[src/rtl/qps_pkg.sv]
package qps_pkg;

  typedef enum logic [1:0] {
    WK_SINGLE = 2'b00,
    WK_LEAD   = 2'b01,
    WK_TAIL   = 2'b10
  } word_kind_e;

  localparam int OPC_HI_W = 8;

  // lead half of a two-word instruction, judged on the top byte
  function automatic logic is_lead(input logic [OPC_HI_W-1:0] hi);
    return (hi[7:4] == 4'b1100) || (hi[7:2] == 6'b111011);
  endfunction

  // trailing word pattern: top nibble all ones
  function automatic logic is_tail(input logic [OPC_HI_W-1:0] hi);
    return hi[7:4] == 4'b1111;
  endfunction

endpackage

[src/rtl/qps_rst_sync.sv]
module qps_rst_sync #(
  parameter int STAGES = 2
) (
  input  logic clk,
  input  logic rst_n,
  output logic rst_sync_n
);

  logic [STAGES-1:0] sync_q;
  logic [STAGES-1:0] sync_d;

  always_comb begin
    sync_d = {sync_q[STAGES-2:0], 1'b1};
  end

  always_ff @(posedge clk or negedge rst_n) begin
    if (!rst_n) begin
      sync_q <= '0;
    end else begin
      sync_q <= sync_d;
    end
  end

  assign rst_sync_n = sync_q[STAGES-1];

endmodule

[src/rtl/qps_phase_gen.sv]
module qps_phase_gen #(
  parameter int N_PHASE = 4
) (
  input  logic               clk,
  input  logic               rst_n,
  output logic [N_PHASE-1:0] phase_o,
  output logic               last_o
);

  localparam int CW = (N_PHASE > 1) ? $clog2(N_PHASE) : 1;
  localparam logic [CW-1:0] LAST = CW'(N_PHASE - 1);

  logic [CW-1:0] cnt_q;
  logic [CW-1:0] cnt_d;

  always_comb begin
    if (cnt_q == LAST) begin
      cnt_d = '0;
    end else begin
      cnt_d = cnt_q + 1'b1;
    end
  end

  always_ff @(posedge clk or negedge rst_n) begin
    if (!rst_n) begin
      cnt_q <= '0;
    end else begin
      cnt_q <= cnt_d;
    end
  end

  for (genvar i = 0; i < N_PHASE; i++) begin : g_strobe
    assign phase_o[i] = (cnt_q == CW'(i));
  end

  assign last_o = (cnt_q == LAST);

endmodule

[src/rtl/qps_pc_unit.sv]
module qps_pc_unit #(
  parameter int PC_W = 12
) (
  input  logic            clk,
  input  logic            rst_n,
  input  logic            step_en,
  input  logic            load_en,
  input  logic [PC_W-1:0] load_val,
  output logic [PC_W-1:0] pc_o
);

  logic [PC_W-1:0] pc_q;
  logic [PC_W-1:0] pc_d;

  always_comb begin
    if (load_en) begin
      pc_d = load_val;
    end else begin
      pc_d = pc_q + 1'b1;
    end
  end

  always_ff @(posedge clk or negedge rst_n) begin
    if (!rst_n) begin
      pc_q <= '0;
    end else if (step_en) begin
      pc_q <= pc_d;
    end
  end

  assign pc_o = pc_q;

endmodule

[src/rtl/qps_word_ctrl.sv]
module qps_word_ctrl
  import qps_pkg::*;
#(
  parameter int WORD_W = 16
) (
  input  logic              clk,
  input  logic              rst_n,
  input  logic              tick,
  input  logic [WORD_W-1:0] fetch_word,
  input  logic              ex_skip,
  input  logic              ex_jump,
  output logic [WORD_W-1:0] ir_o,
  output word_kind_e        kind_o,
  output logic              valid_o,
  output logic              paired_o,
  output logic              jump_take_o
);

  localparam logic [WORD_W-1:0] NOP_WORD = '0;

  logic [WORD_W-1:0]   ir_q, ir_d;
  word_kind_e          kind_q, kind_d;
  logic                valid_q, valid_d;
  logic                paired_q, paired_d;
  logic                accept;
  logic                skip_take;
  logic [OPC_HI_W-1:0] hi;

  assign hi = fetch_word[WORD_W-1 -: OPC_HI_W];

  always_comb begin
    accept      = valid_q ? (kind_q != WK_LEAD) : paired_q;
    jump_take_o = accept && ex_jump;
    skip_take   = accept && ex_skip && !ex_jump;

    ir_d     = fetch_word;
    kind_d   = WK_SINGLE;
    valid_d  = 1'b1;
    paired_d = 1'b0;

    if (jump_take_o || skip_take) begin
      ir_d    = NOP_WORD;
      valid_d = 1'b0;
    end else if (valid_q && (kind_q == WK_LEAD)) begin
      kind_d   = WK_TAIL;
      valid_d  = 1'b0;
      paired_d = 1'b1;
    end else if (is_tail(hi)) begin
      kind_d  = WK_TAIL;
      valid_d = 1'b0;
    end else if (is_lead(hi)) begin
      kind_d = WK_LEAD;
    end
  end

  always_ff @(posedge clk or negedge rst_n) begin
    if (!rst_n) begin
      ir_q     <= NOP_WORD;
      kind_q   <= WK_SINGLE;
      valid_q  <= 1'b0;
      paired_q <= 1'b0;
    end else if (tick) begin
      ir_q     <= ir_d;
      kind_q   <= kind_d;
      valid_q  <= valid_d;
      paired_q <= paired_d;
    end
  end

  assign ir_o     = ir_q;
  assign kind_o   = kind_q;
  assign valid_o  = valid_q;
  assign paired_o = paired_q;

endmodule

[src/rtl/quad_phase_seq.sv]
module quad_phase_seq
  import qps_pkg::*;
#(
  parameter int WORD_W  = 16,
  parameter int PC_W    = 12,
  parameter int N_PHASE = 4
) (
  input  logic               clk,
  input  logic               rst_n,
  input  logic [WORD_W-1:0]  fetch_word_i,
  input  logic               ex_skip_i,
  input  logic               ex_jump_i,
  input  logic [PC_W-1:0]    ex_target_i,
  output logic [N_PHASE-1:0] phase_o,
  output logic [PC_W-1:0]    pc_o,
  output logic [WORD_W-1:0]  ir_o,
  output logic [1:0]         ir_kind_o,
  output logic               ex_valid_o
);

  logic       rst_sync_n;
  logic       tick;
  logic       jump_take;
  logic       paired;
  word_kind_e kind;

  qps_rst_sync #(.STAGES(2)) u_rst (
    .clk        (clk),
    .rst_n      (rst_n),
    .rst_sync_n (rst_sync_n)
  );

  qps_phase_gen #(.N_PHASE(N_PHASE)) u_phase (
    .clk     (clk),
    .rst_n   (rst_sync_n),
    .phase_o (phase_o),
    .last_o  (tick)
  );

  qps_word_ctrl #(.WORD_W(WORD_W)) u_word (
    .clk         (clk),
    .rst_n       (rst_sync_n),
    .tick        (tick),
    .fetch_word  (fetch_word_i),
    .ex_skip     (ex_skip_i),
    .ex_jump     (ex_jump_i),
    .ir_o        (ir_o),
    .kind_o      (kind),
    .valid_o     (ex_valid_o),
    .paired_o    (paired),
    .jump_take_o (jump_take)
  );

  qps_pc_unit #(.PC_W(PC_W)) u_pc (
    .clk      (clk),
    .rst_n    (rst_sync_n),
    .step_en  (tick),
    .load_en  (jump_take),
    .load_val (ex_target_i),
    .pc_o     (pc_o)
  );

  assign ir_kind_o = kind;

endmodule

[config.mk]
export PLATFORM = sky130hd
export DESIGN_NAME = quad_phase_seq
export DESIGN_NICKNAME = d
export VERILOG_FILES = /design/src/rtl/qps_pkg.sv /design/src/rtl/qps_rst_sync.sv /design/src/rtl/qps_phase_gen.sv /design/src/rtl/qps_pc_unit.sv /design/src/rtl/qps_word_ctrl.sv /design/src/rtl/quad_phase_seq.sv
export SDC_FILE = /design/constraint.sdc
export NUM_CORES = 1
export LEC_CHECK = 0
export ABC_AREA = 1
export BUFFER_PORTS_ARGS = -buffer_cell sky130_fd_sc_hd__buf_2
export CORE_ASPECT_RATIO = 1.5
export CORE_MARGIN = 8
export CORE_UTILIZATION = 40
export CTS_BUF_LIST = sky130_fd_sc_hd__clkbuf_2 sky130_fd_sc_hd__clkbuf_4 sky130_fd_sc_hd__clkbuf_8
export DETAILED_ROUTE_END_ITERATION = 10
export PLACE_DENSITY = 0.66
export SYNTH_ARGS = -nofsm -noshare
export SYNTH_HDL_FRONTEND = slang
export SYNTH_SLANG_ARGS = --single-unit
[constraint.sdc]
create_clock -name clk -period 1.2 [get_ports clk]
set_input_delay 0.12 -clock clk [delete_from_list [all_inputs] [get_ports clk]]
set_output_delay 0.12 -clock clk [all_outputs]
set_load 0.02 [all_outputs]
==> impl_results.md, run 1 <==
* Hold_ws at 53.91 ps
* Top cells by area, synth: dfrtp_1, nand2_1, nand3_1
* Maximum fanout along the worst path at 3
* Ports at 67
* CTS tree: built
* Crit path from: u_phase.cnt_q[0]$_DFF_PN0_
* Crit path launch type: flop
* Final WL at 5822 um
* Total GRT Usage at 16.24%
* Area Overhead vs Synth at 62.24%
* Finished Cell Area at 3069 um^2
* GRT overflow at 0
* Fin. Hold Viols at 0
* Yosys reg bits at 36
* DRC errors left at 0
* RSZ-0062 raised after global routing: yes
* Setup ws final at -74.75 ps
* 1st-pass router iterations at 4
* # fillers at 388
* Detail Route Antenna Nets at 0
* Clock latency on the worst-skew pair at 290 ps
* DP Area at 2454 um^2
* Mapped Area at 1892 um^2
* Status: finished, violations left
* Die area at 7231 um^2
* CTS Buf Count at 5
* Tmin final at 1275 ps
* Slew Limit Fails at 0
* Dpl hpwl at 3893 um
* Port Buffers at 66
* Clock network fraction of total power at 22.2%
* Clk sinks at 36
* Via density per instance at 4.864
* Post-synth net total at 277
* DRT iter0 DRCs at 122
* Area fraction of the dominant cell type after synthesis at 47.62%
* CP Class: reg2out
* Psw at 0.001896 W
* Syn. warnings at 0
* List of most frequent post-synthesis cells: nand2_1, dfrtp_1, nand3_1, inv_1, o21ai_0
* Syn Area/Cell at 7.883 um^2
* HP Start: fetch_word_i[0]
* Min-Delay Path Class: in2reg
* Initial Util at 41.65%
* Register share of total power at 35.7%
* Violated checks: negative setup slack
* Nets at 376
* Top_reg_cell synth: dfrtp_1
* Reg2reg start: u_word.valid_o$_DFFE_PN0P_
* First-pass GRT wire length at 9432 um
* Number of global-route vias before repair at 2072
* Ant. Diodes at 0
* Clock-pin transition on the worst setup and hold timing paths at 70 ps
* CTS root buffer: clkbuf_8
* Peak Freq at 784.5 MHz
* Die width at 72.15 um
* Core region area at 4542 um^2
* Most common cell in the synthesized netlist: nand2_1
* Cell taking the most area after synthesis: dfrtp_1
* Syn Inst Count at 240
* Critical Path End Type: output pin
* Final Cycle Share at 106.2%
* Register area share after synthesis at 47.62%
* Share of layout cells above drive strength 1 at 50.59%
* Routed via count at 1965
* Post-synth EDFFs at 0
* Largest net degree at the start of global routing at 22
* Worst EP required at 1080 ps
* Post-synth cell types at 31
* Routed len/inst at 14.41 um
* GPL Wtd Cong at 0.8522
* Initial antenna violation count at 0
* Pwr dens at 1570 nW/um^2
* Leak Pwr at 1.559 nW
* Skew final at 8.191 ps
* Ys async rst share at 100.0%
* CTS Buffer Depth at 2
* H-tree Lvls at 2
* Cell Rows at 30
* Max-cap violation count at 0
* Part of the power in combinational logic at 42.1%
* Max VDD drop at 0.0009495 V
* Crit path DAT at 1150 ps
* Post-layout util at 67.58%
* Cell internal pwr at 0.002923 W
* Sw Ratio at 39.34%
* # setup viols final at 22
* Die height at 100.2 um
[critical path: stages, from the launching register on]
cell and delay, ps:
dfrtp_1 410, buf_6 150, inv_6 40, ha_4 150, buf_6 120
[per-layer routing]
layer / track usage, % / share of wire, % / vias up
met3: 4.192 / 4.8 / 19
met4: 6.793 / 3.1 / 0
met5: 0 / 0 / -
met2: 30.01 / 56 / 60
met1: 16.47 / 36 / 920
li1: - / - / 966
[stage by stage]
step                      TNS [ps]  total power (W)  worst slack, ps  cells
after CTS                   -692.1         0.004750           -72.55    402
after global placement      -123.9         0.003444           -34.03    382
after floorplan             -52.63         0.002821           -23.43    240
after detailed placement    -437.7         0.003475           -54.09    382
final                       -402.2         0.004819           -74.75    404
after global routing         -2609         0.005120           -145.4    404
[cell type report]
| type | instances | area, um^2 | area share, % |
|---|---|---|---|
| Tap cell | 64 | 80.08 | 2.609 |
| Clock buffer | 6 | 76.32 | 2.487 |
| Timing Repair Buffer | 101 | 765.7 | 24.95 |
| Inverter | 23 | 97.59 | 3.180 |
| Clock inverter | 2 | 35.03 | 1.141 |
| Sequential cell | 36 | 909.6 | 29.64 |
| Multi-Input combinational cell | 172 | 1105 | 36.00 |
[what timing repair did]
item	CTS	global route
setup buffers	6	3
endpoints found under the setup margin	26	34
pin swaps	21	26
hold buffers	1	0
gates resized for setup	71	24
endpoints found under the hold margin	2	0
gates cloned	5	0
[logic make-up (layout without fill, tap and decap cells)]
group                      Yosys count  after routing  synth area share (%)
other                                1              1                0.1982
DFF                                 36             36                 47.62
AOI/OAI and AO/OA                   19             19                 5.820
and+or+nand+nor                    146            147                 35.19
buffers and inverters               33            132                 7.870
adders and majority gates            5              5                 3.307
[path summary, 6_finish.rpt]
| path | depth (start not counted) | endpoint | slack (ps) |
|---|---|---|---|
| max in group asynchronous | 1 | u_pc.pc_o[3]$_DFFE_PN0P_ | 760 |
| worst min-delay path | 3 | u_word.ir_o[0]$_DFFE_PN0P_ | 50 |
| worst max-delay path | 4 | phase_o[2] | -70 |
| min in group asynchronous | 2 | u_rst.sync_q[1]$_DFF_PN0_ | 150 |
| worst max register to register | 7 | u_word.ir_o[8]$_DFFE_PN0P_ | -20 |
| worst min register to register | 1 | u_word.ir_o[0]$_DFFE_PN0P_ | 220 |
[registers in the layout, summed over array words and instances, names as in the netlist]
register / flops
u_pc.pc_o: 12
u_phase.cnt_q: 2
u_rst.sync_q: 2
u_word.ir_o: 16
u_word.kind_o: 2
u_word.paired_o: 1
u_word.valid_o: 1
[power by group through the flow]
stage / Clock [W] / Sequential, W / Combinational (W)
6_report: 0.00107 / 0.00172 / 0.00203
5_1_grt: 0.00114 / 0.00175 / 0.00223
4_1_cts: 0.00110 / 0.00171 / 0.00194
3_5_place_dp: 0 / 0.00174 / 0.00173
3_3_place_gp: 0 / 0.00174 / 0.00170
2_1_floorplan: 0 / 0.00206 / 0.000761
[cell usage in the layout (no fill, tap or decap), types with 3 or more instances in the layout]
| cell | instances |
|---|---|
| nand2_1 | 86 |
| buf_2 | 61 |
| dfrtp_1 | 29 |
| nand3_2 | 25 |
| buf_6 | 18 |
| inv_1 | 17 |
| buf_4 | 15 |
| nand3_1 | 9 |
| o21ai_2 | 8 |
| nor2_1 | 7 |
| dfrtp_2 | 7 |
| ha_4 | 5 |
| clkbuf_8 | 5 |
| nand4_1 | 4 |
| buf_12 | 4 |
| nor2_4 | 3 |
| inv_2 | 3 |
| o21ai_1 | 3 |
| nand3b_1 | 3 |
No activity file was read; power rests on OpenSTA's default activity.
==> inputs of run 2 (changes only) <==
--- a/config.mk
+++ b/config.mk
@@ -12,6 +12,7 @@
 export CORE_UTILIZATION = 40
 export CTS_BUF_LIST = sky130_fd_sc_hd__clkbuf_2 sky130_fd_sc_hd__clkbuf_4 sky130_fd_sc_hd__clkbuf_8
 export DETAILED_ROUTE_END_ITERATION = 10
+export GPL_TIMING_DRIVEN = 0
 export PLACE_DENSITY = 0.66
 export SYNTH_ARGS = -nofsm -noshare
 export SYNTH_HDL_FRONTEND = slang
==> impl_results.md, run 2 (synthesized netlist as in run 1, its figures left out) <==
* Status: finished, violations left
* Violated checks: negative setup slack
* Final cell count without fillers at 397 (-1.7%)
* Top delay family on crit path: flip-flops
* Largest net degree at the start of global routing at 35 (+59%)
* Via density per instance at 4.819 (-0.93%)
* Crit-path cells: ha_4, buf_6, buf_6
* Port Buffers at 66 (unchanged)
* Worst slew pin tran at 743.4 ps
* Nets at 369 (-1.9%)
* Max VDD drop at 0.0008641 V (-9.0%)
* # setup viols final at 18 (-18%)
* Fin. Hold Viols at 0 (unchanged)
* Worst path slowest cell: dfrtp_2
* Ant. Diodes at 0 (unchanged)
* Crit path launch type: flop
* Initial Util at 41.65% (unchanged)
* CP Class: reg2out
* H-tree Lvls at 2 (unchanged)
* M2 GR Usage at 27.56% (-2.4 points)
* CTS Buf Count at 5 (unchanged)
* 1st-pass router iterations at 4 (unchanged)
* Share of layout cells above drive strength 1 at 41.74% (-8.8 points)
* GRT overflow at 0 (unchanged)
* Detail Route Antenna Nets at 0 (unchanged)
* Clk sinks at 36 (unchanged)
* Hold_ws at 47.14 ps (-6.768 ps)
* Maximum fanout along the worst path at 5 (+2)
* GR peak layer: met2
* DRT iter0 DRCs at 119 (-2.5%)
* Final Cycle Share at 108.5% (+2.3 points)
* Die area at 7231 um^2 (unchanged)
* GPL Wtd Cong at 0.8594 (+0.84%)
* Cell Rows at 30 (unchanged)
* Min-Delay Path Class: in2reg
* Routed via count at 1913 (-2.6%)
* Buf+Inv Stages, Crit Path at 2 (-1)
* Most frequent cells in the layout: nand2_1, buf_2, nand3_1, dfrtp_1, inv_1
* Critical Path End Type: output pin
* HP Start: fetch_word_i[6]
* Pwr dens at 1688 nW/um^2 (+7.5%)
* Peak Freq at 768.0 MHz (-2.1%)
* Reg2reg start: u_word.valid_o$_DFFE_PN0P_
* RSZ-0062 raised after global routing: yes
* Tmin final at 1302 ps (+27.39 ps)
* Dpl hpwl at 3839 um (-1.4%)
* # fillers at 403 (+3.9%)
* # placed instances at 370 (-3.1%)
* Core region area at 4542 um^2 (unchanged)
* Largest register FFs at 16 (unchanged)
* CTS tree: built
* Clock latency on the worst-skew pair at 290 ps (about the same)
* First-pass GRT wire length at 8783 um (-6.9%)
* Total negative slack for setup checks at -618.6 ps (-216.4 ps)
* DRC errors left at 0 (unchanged)
* Worst EP required at 1080 ps (about the same)
* Final WL at 5673 um (-2.6%)
* Slew margin rel. at 50.44%
* Max-cap violation count at 0 (unchanged)
* Area Overhead vs Synth at 49.01%
* Most common cell after layout, fill and taps aside: nand2_1
* Die width at 72.15 um (unchanged)
* Crit path DAT at 1180 ps (+30 ps)
* CTS root buffer: clkbuf_8
* Skew final at 6.834 ps (-1.357 ps)
* CTS Buffer Depth at 2 (unchanged)
* Ports at 67 (unchanged)
* Final Power at 0.004757 W (-1.3%)
* Slowest stage delay, CP at 450 ps (+40 ps)
* Initial antenna violation count at 0 (unchanged)
* Slew Limit Fails at 0 (unchanged)
* Setup ws final at -102.1 ps (-27.39 ps)
* Met1 Track Usage GR at 15.75% (-0.71 points)
* Number of global-route vias before repair at 1921 (-7.3%)
* Clock-pin transition on the worst setup and hold timing paths at 80 ps (about the same)
* Die height at 100.2 um (unchanged)
* GR Layer Usage met3 at 4.691% (+0.50 points)
* Routed len/inst at 14.29 um (-0.84%)
* Pre-CTS setup slack at -252.5 ps (-198.4 ps)
* Total GRT Usage at 15.29% (-0.94 points)
* Leak Pwr at 1.485 nW (-4.8%)
* Crit path from: u_phase.cnt_q[0]$_DFF_PN0_
* CP dominant cell by count: buf_6
==> run 2: cell count changes in the layout (fill, tap and decap cells not counted), sizes merged <==
cell / change
buf: -10
clkbuf: +3
clkinv: -1
clkinvlp: +1
inv: +1
nand3: -1
==> run 2: routing by layer <==
metal,up-vias,share of wire [%]
met3,10,6.2
li1,947,-
met1,892,38
met2,64,54
met4,0,1.6
met5,-,0
==> run 2: layout make-up <==
| cell class | count | area (um^2) | area share (%) |
|---|---|---|---|
| buffer | 10 | 120.1 | 4.261 |
| sequential | 36 | 913.4 | 32.40 |
| tap | 64 | 80.08 | 2.841 |
| clock inverter | 3 | 42.54 | 1.509 |
| inverter | 23 | 91.34 | 3.240 |
| multi-input combinational | 171 | 945.9 | 33.56 |
| timing repair buffer | 85 | 556.8 | 19.75 |
| clock buffer | 5 | 68.82 | 2.441 |
==> run 2: power breakdown <==
group	total, W	switching, W	internal (W)
logic	0.00192	0.00113	0.000792
registers	0.00176	0.000284	0.00147
clock network	0.00108	0.000467	0.000615
total	0.00476	0.00188	0.00288
==> run 2: metrics by stage <==
stage          util, %  area, um^2
2_1_floorplan        -        1932
3_3_place_gp     51.57        2342
3_5_place_dp     51.60        2344
4_1_cts          57.02        2590
5_1_grt          62.07        2819
6_report         62.07        2819
==> run 2: worst paths after layout <==
path                       slack (ps)                         end  cells past startpoint
max                              -100                  phase_o[3]                      3
min                                50  u_word.ir_o[6]$_DFFE_PN0P_                      3
max reg2reg                       -80    u_pc.pc_o[6]$_DFFE_PN0P_                      7
min reg2reg                       330    u_pc.pc_o[1]$_DFFE_PN0P_                      0
max in group asynchronous         350  u_phase.cnt_q[0]$_DFF_PN0_                      0
min in group asynchronous         140   u_rst.sync_q[1]$_DFF_PN0_                      2
==> run 2: what timing repair did <==
item                                   4_1_cts  5_1_grt
hold buffers                                 1        0
gates cloned                                 2        2
setup endpoints to repair                   36       36
buffers inserted                             5        9
pin swaps                                    8        6
endpoints found under the hold margin        2        0
resized for setup                           27       38
==> run 2: worst min-delay path, delay by kind of cell <==
kind | cells | cell delay [ps]
buf+inv | 1 | 80
simple gates | 2 | 110
